[src/rtl/tdg_pkg.sv]
package tdg_pkg;
  localparam int DESC_BYTES = 8;

  // Flag bit positions inside the upper half of descriptor word 1
  localparam int F_VALID = 15;
  localparam int F_ERR   = 14;
  localparam int F_UNDER = 13;
  localparam int F_LATE  = 12;
  localparam int F_CARR  = 11;
  localparam int F_DEFER = 10;
  localparam int F_RETRY = 9;
  localparam int F_LAST  = 0;

  localparam logic [15:0] WB_CLEAR_MASK =
    16'((1 << F_VALID) | (1 << F_ERR) | (1 << F_UNDER) | (1 << F_LATE) |
        (1 << F_CARR) | (1 << F_DEFER) | (1 << F_RETRY));
  localparam logic [15:0] OVF_SET_MASK = 16'((1 << F_ERR) | (1 << F_UNDER));

  typedef enum logic [3:0] {
    S_IDLE, S_D0, S_D1, S_DCHK, S_FRD, S_FWR, S_WB, S_EMIT, S_ADV, S_DONE
  } eng_state_t;

  typedef enum logic [1:0] {E_IDLE, E_RD, E_LD, E_HOLD} emit_state_t;
endpackage

[src/rtl/tdg_ring_ptr.sv]
module tdg_ring_ptr #(
  parameter int AW  = 16,
  parameter int SZW = 8
) (
  input  logic [AW-1:0]  base,
  input  logic [SZW-1:0] size_field,
  input  logic [AW-1:0]  ptr,
  output logic           in_ring,
  output logic [AW-1:0]  ptr_fixed,
  output logic [AW-1:0]  ptr_adv
);
  localparam int EW = AW + 1;

  logic [EW-1:0] span, ring_end, p_ext, p_nxt;

  always_comb begin
    span     = EW'({size_field, 3'b000}) + EW'(tdg_pkg::DESC_BYTES);
    ring_end = {1'b0, base} + span;
    p_ext    = {1'b0, ptr};
    p_nxt    = p_ext + EW'(tdg_pkg::DESC_BYTES);
    in_ring  = (p_ext >= {1'b0, base}) && (p_nxt <= ring_end);
    ptr_fixed = in_ring ? ptr : base;
    ptr_adv   = (p_nxt >= ring_end) ? base : ptr + AW'(tdg_pkg::DESC_BYTES);
  end
endmodule

[src/rtl/tdg_stage_ram.sv]
module tdg_stage_ram #(
  parameter int DEPTH = 256,
  parameter int RAW   = $clog2(DEPTH)
) (
  input  logic           clk,
  input  logic           we,
  input  logic [RAW-1:0] waddr,
  input  logic [7:0]     wdata,
  input  logic [RAW-1:0] raddr,
  output logic [7:0]     q
);
  logic [7:0] mem [DEPTH];

  always_ff @(posedge clk) begin
    if (we) mem[waddr] <= wdata;
    q <= mem[raddr];
  end
endmodule

[src/rtl/tdg_emitter.sv]
module tdg_emitter #(
  parameter int OW  = 9,
  parameter int RAW = 8
) (
  input  logic           clk,
  input  logic           rst,
  input  logic           clr,
  input  logic           start,
  input  logic [OW-1:0]  frame_len,
  output logic [RAW-1:0] ram_raddr,
  input  logic [7:0]     ram_q,
  output logic           out_valid,
  output logic [7:0]     out_data,
  output logic           out_last,
  input  logic           out_ready,
  output logic           done
);
  import tdg_pkg::*;

  emit_state_t   est;
  logic [OW-1:0] idx, len_q;

  assign ram_raddr = idx[RAW-1:0];

  always_ff @(posedge clk) begin
    if (rst || clr) begin
      est       <= E_IDLE;
      idx       <= '0;
      len_q     <= '0;
      out_valid <= 1'b0;
      out_data  <= '0;
      out_last  <= 1'b0;
      done      <= 1'b0;
    end else begin
      done <= 1'b0;
      case (est)
        E_IDLE: if (start) begin
          idx   <= '0;
          len_q <= frame_len;
          est   <= E_RD;
        end
        E_RD: est <= E_LD;
        E_LD: begin
          out_valid <= 1'b1;
          out_data  <= ram_q;
          out_last  <= (idx == len_q - OW'(1));
          est       <= E_HOLD;
        end
        E_HOLD: if (out_ready) begin
          out_valid <= 1'b0;
          out_last  <= 1'b0;
          if (out_last) begin
            done <= 1'b1;
            est  <= E_IDLE;
          end else begin
            idx <= idx + OW'(1);
            est <= E_RD;
          end
        end
        default: est <= E_IDLE;
      endcase
    end
  end

  AST_STREAM_HOLD: assert property (@(posedge clk) disable iff (rst || clr)
    out_valid && !out_ready |=> out_valid && $stable(out_data) && $stable(out_last));
endmodule

[src/rtl/tx_gather_engine.sv]
module tx_gather_engine #(
  parameter int AW          = 16,
  parameter int SZW         = 8,
  parameter int STAGE_DEPTH = 256
) (
  input  logic           clk,
  input  logic           rst,
  input  logic [AW-1:0]  ring_base,
  input  logic [SZW-1:0] ring_size_field,
  input  logic           doorbell,
  input  logic           ctrl_reset,
  input  logic           irq_ack,
  output logic           idle,
  output logic           tx_irq,
  output logic [AW-1:0]  cur_desc_ptr,
  output logic [AW-1:0]  next_desc_ptr,
  output logic           mem_rd_en,
  output logic [AW-1:0]  mem_rd_addr,
  input  logic [31:0]    mem_rd_data,
  output logic           mem_wr_en,
  output logic [AW-1:0]  mem_wr_addr,
  output logic [31:0]    mem_wr_data,
  output logic           out_valid,
  output logic [7:0]     out_data,
  output logic           out_last,
  input  logic           out_ready
);
  import tdg_pkg::*;

  localparam int OW  = $clog2(STAGE_DEPTH + 1);
  localparam int RAW = $clog2(STAGE_DEPTH);
  localparam int LW  = 17;

  eng_state_t     st;
  logic [AW-1:0]  buf_q;
  logic [15:0]    len_q, flags_q;
  logic [LW-1:0]  len1_q, k_q, dchk_len1;
  logic [OW-1:0]  off_q;
  logic [SZW:0]   cnt_q;
  logic           sent_q, ovf_q, irq_q;
  logic [1:0]     lane_q;

  logic [AW-1:0]  rp_in, rp_fixed, rp_adv;
  logic           rp_in_ring;

  logic           ram_we;
  logic [RAW-1:0] ram_waddr, ram_raddr;
  logic [7:0]     ram_wdata, ram_q;
  logic           emit_start, emit_done;

  // Pointer arithmetic: validates the resume pointer while idle, steps cur otherwise
  assign rp_in = (st == S_IDLE) ? next_desc_ptr : cur_desc_ptr;

  tdg_ring_ptr #(.AW(AW), .SZW(SZW)) u_ring_ptr (
    .base       (ring_base),
    .size_field (ring_size_field),
    .ptr        (rp_in),
    .in_ring    (rp_in_ring),
    .ptr_fixed  (rp_fixed),
    .ptr_adv    (rp_adv)
  );

  tdg_stage_ram #(.DEPTH(STAGE_DEPTH), .RAW(RAW)) u_stage (
    .clk   (clk),
    .we    (ram_we),
    .waddr (ram_waddr),
    .wdata (ram_wdata),
    .raddr (ram_raddr),
    .q     (ram_q)
  );

  tdg_emitter #(.OW(OW), .RAW(RAW)) u_emit (
    .clk       (clk),
    .rst       (rst),
    .clr       (ctrl_reset),
    .start     (emit_start),
    .frame_len (off_q),
    .ram_raddr (ram_raddr),
    .ram_q     (ram_q),
    .out_valid (out_valid),
    .out_data  (out_data),
    .out_last  (out_last),
    .out_ready (out_ready),
    .done      (emit_done)
  );

  // Host memory requests are decoded from the registered state
  always_comb begin
    mem_rd_en   = 1'b0;
    mem_rd_addr = '0;
    case (st)
      S_D0:  begin mem_rd_en = 1'b1; mem_rd_addr = cur_desc_ptr; end
      S_D1:  begin mem_rd_en = 1'b1; mem_rd_addr = cur_desc_ptr + AW'(4); end
      S_FRD: begin mem_rd_en = 1'b1; mem_rd_addr = buf_q + AW'(k_q); end
      default: ;
    endcase
    mem_wr_en   = (st == S_WB);
    mem_wr_addr = cur_desc_ptr + AW'(4);
    mem_wr_data = {(flags_q & ~WB_CLEAR_MASK) | (ovf_q ? OVF_SET_MASK : 16'h0000), len_q};
  end

  assign dchk_len1  = LW'(mem_rd_data[15:0]) + LW'(1);
  assign ram_we     = (st == S_FWR);
  assign ram_waddr  = RAW'(LW'(off_q) + k_q);
  assign ram_wdata  = 8'(mem_rd_data >> {lane_q, 3'b000});
  assign emit_start = (st == S_WB) && flags_q[F_LAST] && !ovf_q;
  assign idle       = (st == S_IDLE);
  assign tx_irq     = irq_q;

  always_ff @(posedge clk) begin
    if (rst) begin
      st            <= S_IDLE;
      cur_desc_ptr  <= '0;
      next_desc_ptr <= '0;
      buf_q         <= '0;
      len_q         <= '0;
      flags_q       <= '0;
      len1_q        <= '0;
      k_q           <= '0;
      off_q         <= '0;
      cnt_q         <= '0;
      sent_q        <= 1'b0;
      ovf_q         <= 1'b0;
      irq_q         <= 1'b0;
      lane_q        <= '0;
    end else begin
      if (irq_ack) irq_q <= 1'b0;
      if (ctrl_reset) begin
        st            <= S_IDLE;
        off_q         <= '0;
        cur_desc_ptr  <= ring_base;
        next_desc_ptr <= ring_base;
        sent_q        <= 1'b0;
        ovf_q         <= 1'b0;
      end else begin
        case (st)
          S_IDLE: if (doorbell) begin
            cur_desc_ptr <= rp_fixed;
            cnt_q        <= '0;
            sent_q       <= 1'b0;
            st           <= S_D0;
          end
          S_D0: st <= S_D1;
          S_D1: begin
            buf_q <= mem_rd_data[AW-1:0];
            st    <= S_DCHK;
          end
          S_DCHK: begin
            len_q   <= mem_rd_data[15:0];
            flags_q <= mem_rd_data[31:16];
            len1_q  <= dchk_len1;
            k_q     <= '0;
            ovf_q   <= 1'b0;
            if (!mem_rd_data[16 + F_VALID]) begin
              st <= S_DONE;
            end else if ((LW+1)'(off_q) + (LW+1)'(dchk_len1) > (LW+1)'(STAGE_DEPTH)) begin
              ovf_q <= 1'b1;
              off_q <= '0;
              st    <= S_WB;
            end else begin
              st <= S_FRD;
            end
          end
          S_FRD: begin
            lane_q <= mem_rd_addr[1:0];
            st     <= S_FWR;
          end
          S_FWR: begin
            if (k_q == len1_q - LW'(1)) begin
              off_q <= OW'(LW'(off_q) + len1_q);
              st    <= S_WB;
            end else begin
              k_q <= k_q + LW'(1);
              st  <= S_FRD;
            end
          end
          S_WB: st <= emit_start ? S_EMIT : S_ADV;
          S_EMIT: if (emit_done) begin
            off_q  <= '0;
            sent_q <= 1'b1;
            st     <= S_ADV;
          end
          S_ADV: begin
            next_desc_ptr <= rp_adv;
            cnt_q         <= cnt_q + (SZW+1)'(1);
            if (cnt_q == {1'b0, ring_size_field}) begin
              st <= S_DONE;
            end else begin
              cur_desc_ptr <= rp_adv;
              st           <= S_D0;
            end
          end
          S_DONE: begin
            if (sent_q) irq_q <= 1'b1;
            st <= S_IDLE;
          end
          default: st <= S_IDLE;
        endcase
      end
    end
  end

  AST_WB_VALID_CLEAR: assert property (@(posedge clk) disable iff (rst)
    mem_wr_en |-> !mem_wr_data[16 + F_VALID]);
  AST_OVF_FLAGS: assert property (@(posedge clk) disable iff (rst)
    mem_wr_en && ovf_q |-> mem_wr_data[16 + F_ERR] && mem_wr_data[16 + F_UNDER]);
  AST_STAGE_BOUND: assert property (@(posedge clk) disable iff (rst)
    (LW+1)'(off_q) <= (LW+1)'(STAGE_DEPTH));
  AST_NO_STREAM_IDLE: assert property (@(posedge clk) disable iff (rst)
    out_valid |-> !idle);
  AST_IRQ_AT_END: assert property (@(posedge clk) disable iff (rst)
    $rose(tx_irq) |-> $past(st == S_DONE));
  AST_CUR_IN_RING: assert property (@(posedge clk) disable iff (rst || ctrl_reset)
    st == S_D0 |-> rp_in_ring);
  AST_CLR_PTRS: assert property (@(posedge clk) disable iff (rst)
    ctrl_reset |=> next_desc_ptr == $past(ring_base) && cur_desc_ptr == $past(ring_base));
  AST_WALK_FROZEN: assert property (@(posedge clk) disable iff (rst || ctrl_reset)
    st == S_EMIT && $past(st == S_EMIT) |-> $stable(next_desc_ptr));
endmodule

[config.mk]
export PLATFORM = sky130hd
export DESIGN_NAME = tx_gather_engine
export DESIGN_NICKNAME = d
export VERILOG_FILES = /design/src/rtl/tdg_pkg.sv /design/src/rtl/tdg_ring_ptr.sv /design/src/rtl/tdg_stage_ram.sv /design/src/rtl/tdg_emitter.sv /design/src/rtl/tx_gather_engine.sv
export SDC_FILE = /design/constraint.sdc
export NUM_CORES = 2
export LEC_CHECK = 0
export BUFFER_PORTS_ARGS = -buffer_cell sky130_fd_sc_hd__buf_2
export CORE_MARGIN = 8
export CORE_UTILIZATION = 40
export CTS_CLUSTER_SIZE = 25
export DETAILED_ROUTE_END_ITERATION = 8
export REMOVE_ABC_BUFFERS = 1
export SYNTH_ARGS = -nofsm -noshare
export SYNTH_HDL_FRONTEND = slang
export SYNTH_SLANG_ARGS = --single-unit
[constraint.sdc]
create_clock -name clk -period 4.8 [get_ports clk]
set_input_delay 0.24 -clock clk [delete_from_list [all_inputs] [get_ports clk]]
set_output_delay 0.24 -clock clk [all_outputs]
set_load 0.01 [all_outputs]
==> results.tsv <==
metric	value	unit
status	finished clean	
Worst R2R End	cur_desc_ptr[3]$_SDFFE_PP0P_	
Ports	172	
final hold violations	0	
initial antenna violation count	10	
Post-Synth XOR/XNOR Area	0.01370	
row cnt	175	
Top delay family on crit path	buffers and inverters	
Routed WL	237.3	mm
drt drc	0	
Worst path depth	22	
gr usage total	0.1908	
worst skew pair latency	870	ps
Core ar.	227300	µm²
power share of the combinational group	0.025	
vias	48930	
Max clock buf depth	3	
Max IR drop VDD	0.4044	mV
final net count	5613	
Post-DP Area	98490	µm²
average routed wire per standard cell	27.40	µm
Max-slew headroom	0.2206	
post-route ant nets	0	
flop-to-flop setup slack	200	ps
largest net degree at the start of global routing	153	
cell area after layout	106200	µm²
Starting Density	0.4024	
CP bufs+invs	6	
Tmin final	4600	ps
Final period util	0.9583	
Max Slew Vio Count	0	
Setup Viol. Count Final	0	
Net Sw Frac	0.2082	
sequential area share after synthesis	0.7103	
synth unique cells	92	
Worst Setup EP	cur_desc_ptr[3]$_SDFFE_PP0P_	
M2 GR Usage	0.3106	
DR vias/cell	5.650	
Post-synth EDFFs	2048	
H-tree level count	4	
Critical R2R Launch	st[3]$_SDFFE_PP0P_	
Fmax achieved	217.4	MHz
CP required	5590	ps
simple-gate area share of the yosys netlist	0.04490	
Final HPWL DP	150.5	mm
commonest non-fill, non-tap cell in the layout	edfxtp_1	
Worst setup startpoint	st[3]$_SDFFE_PP0P_	
post-route worst setup slack	200.0	ps
Synth Area in Adders	0.01396	
Non-Filler Instances	8660	
Avg Cell Area, Syn	18.78	µm²
number of buffers created by CTS	222	
power per cell area	369.3	nW/µm²
sequential share of power	0.540	
vias in the first global route	49240	
post-place setup slack	-6.958	ps
Post-synth ARST share	0	
Mapped Cells	4869	
first-pass GRT wire length	347.1	mm
Die H	494.2	µm
P_sw	8.169	mW
Hold Crit Class	in2reg	
CP max FO	16	
Int Power	31.07	mW
Crit Path Class	reg2reg	
dominant synthesized flop cell	edfxtp_1	
Compound-Gate Fraction of Synth Area	0.02754	
Yosys warning total	0	
CTS root buf	clkbuf_16	
main combinational cell family by area after synthesis	multiplexers	
maxcap violations	0	
clock share of power	0.435	
WP data arrival	5390	ps
P&R area growth vs syn	16.17	%
crit path launch type	flip-flop	
worst-margin pin slew	1160	ps
clock tree from TritonCTS	yes	
Pleak	33.77	nW
Clock Skew	35.54	ps
Die Area	244200	µm²
violation count after the first detailed-routing iteration	5353	
ratio of cells with drive above 1 in the final layout	0.2913	
post-synth design cell area	91450	µm²
most frequent cells in the layout	edfxtp_1 (2,048), mux4_2 (678), nor2_1 (414)	
Worst Setup End Kind	flip-flop	
multiplexer share of the synthesized area	0.1741	
global placer's final weighted congestion	0.8660	
met3 Usage GRT	0.03063	
power after layout	39.24	mW
register bit total from synthesis	2221	
CP cell instances	nor4_4, buf_6, buf_6, mux2i_1, inv_1, o21ai_2, nor2_1, nand2_1, nor2_2, xnor2_2, ha_1, a21o_1, a21o_1, a21oi_1, o211ai_1, a21oi_2, buf_4, and2_1, buf_4, a21oi_1, a31oi_1, dlygate4sd3_1	
CTS sink cnt	2221	
GRT busiest layer	met2	
die width	494.2	µm
GRT Residual Overflow	0	
IO buf count	166	
max incr delay on CP	570	ps
slowest CP cell	dlygate4sd3_1	
met1 usage in global routing	0.2727	
Clk pin slew, worst setup/hold paths	60	ps
DRT Pass-1 Iters	8	
Inst Count DP	8185	
R2R depth	22	
## logic make-up (layout without fill, tap and decap cells)
logic type               count (synthesis)  after routing
flip-flops                            2221           2221
adder cells (fa/ha/maj)                 99             99
multiplexers                           731            731
AO/OA/AOI/OAI                          395            395
XOR/XNOR                               143            143
other                                    1             13
AND/OR/NAND/NOR                        934            934
buffers and inverters                  345           1115
## layout make-up
class | count | area (µm²)
multi-input cells | 2307 | 25190
well taps | 3009 | 3765
clock buffers | 267 | 5882
clock inverters | 148 | 1272
flip-flops and latches | 2221 | 64980
diodes | 8 | 20.02
fillers | 18980 | 121000
repair buffers | 626 | 4850
inverters | 74 | 277.8
## state kept, by name (all words and copies together) (netlist names), 2 cells and up
name and count:
cur_desc_ptr 16, off_q 9, u_emit.len_q 9, st 4
lane_q 2, u_stage.mem 2048, len1_q 17, k_q 17
cnt_q 9, u_emit.idx 9, u_emit.est 2, flags_q 9
len_q 16, next_desc_ptr 16, u_emit.out_data 8, u_stage.q 8
buf_q 16
## worst min path at each step
stage | depth (start not counted) | startpoint | end | slack (ps)
after global placement | 2 | flags_q[7]$_SDFFE_PP0P_ | flags_q[7]$_SDFFE_PP0P_ | 440
final | 5 | ring_size_field[5] | st[3]$_SDFFE_PP0P_ | 160
after CTS | 5 | ring_size_field[5] | st[3]$_SDFFE_PP0P_ | 70
after floorplan | 1 | rst | buf_q[0]$_SDFFE_PP0P_ | 310
after global routing | 5 | ring_size_field[5] | st[3]$_SDFFE_PP0P_ | 130
after detailed placement | 2 | len_q[15]$_SDFFE_PP0P_ | len_q[15]$_SDFFE_PP0P_ | 440
## tightest hold or removal path, cell delays in order
cell	delay, ps
buf_2	130
xor2_1	130
nor4_1	60
nand4_1	280
a21oi_1	110
## metal layers
layer | wire (µm) | share of wire
met1 | 102400 | 0.43
met2 | 114200 | 0.48
met3 | 15890 | 0.067
met4 | 4783 | 0.020
met5 | 0 | 0
## metrics by stage
stage | util | setup TNS, ps | hold WS (ps)
final | 0.4674 | 0 | 161.0
after global routing | 0.4674 | -19.79 | 134.5
after CTS | 0.4669 | 0 | 66.76
after detailed placement | 0.4333 | -6.958 | 444.2
after global placement | 0.4333 | -3.843 | 439.1
after floorplan | - | -341730 | 309.1
## synthesized netlist by cell type (7+ instances only)
cell,instances,area share
xor2_1,66,0.0063
or4_1,8,0.00066
nand3_1,69,0.0038
edfxtp_1,2048,0.67
mux4_2,685,0.17
nor3_1,43,0.0024
o21ai_0,72,0.0039
and3_1,17,0.0012
nand4_1,23,0.0016
a31oi_1,9,0.00062
buf_4,10,0.00082
a21oi_1,143,0.0078
or3_1,14,0.00096
nor4_1,20,0.0014
nand2b_1,20,0.0014
buf_2,9,0.00049
mux2i_1,33,0.0036
clkbuf_1,195,0.0080
nand2_1,255,0.010
a311oi_1,7,0.00067
o211ai_1,13,0.0011
inv_1,74,0.0030
buf_1,50,0.0021
nor2b_1,12,0.00082
nor2_1,418,0.017
a22oi_1,28,0.0023
xnor2_1,77,0.0074
dfxtp_1,173,0.038
a21o_1,32,0.0026
ha_1,94,0.013
o21bai_1,10,0.00082
a211oi_1,13,0.0011
mux2_2,12,0.0015
## power by group through the flow
stage | Sequential [mW] | Clock, mW | Combinational [mW]
after floorplan | 21.6 | 0 | 0.455
after global placement | 21.6 | 0 | 0.920
after detailed placement | 21.6 | 0 | 0.945
after CTS | 21.2 | 17.4 | 0.978
after global routing | 21.2 | 18.1 | 1.07
final | 21.2 | 17.1 | 0.988
## what timing repair did
| item | 4_1_cts | 5_1_grt |
|---|---|---|
| endpoints found under the setup margin | 0 | 7 |
| hold buffers | 48 | 0 |
| endpoints found under the hold margin | 104 | 0 |
| setup buffers | 0 | 4 |
| resized for setup | 0 | 16 |
No activity file was read; power rests on OpenSTA's default activity.
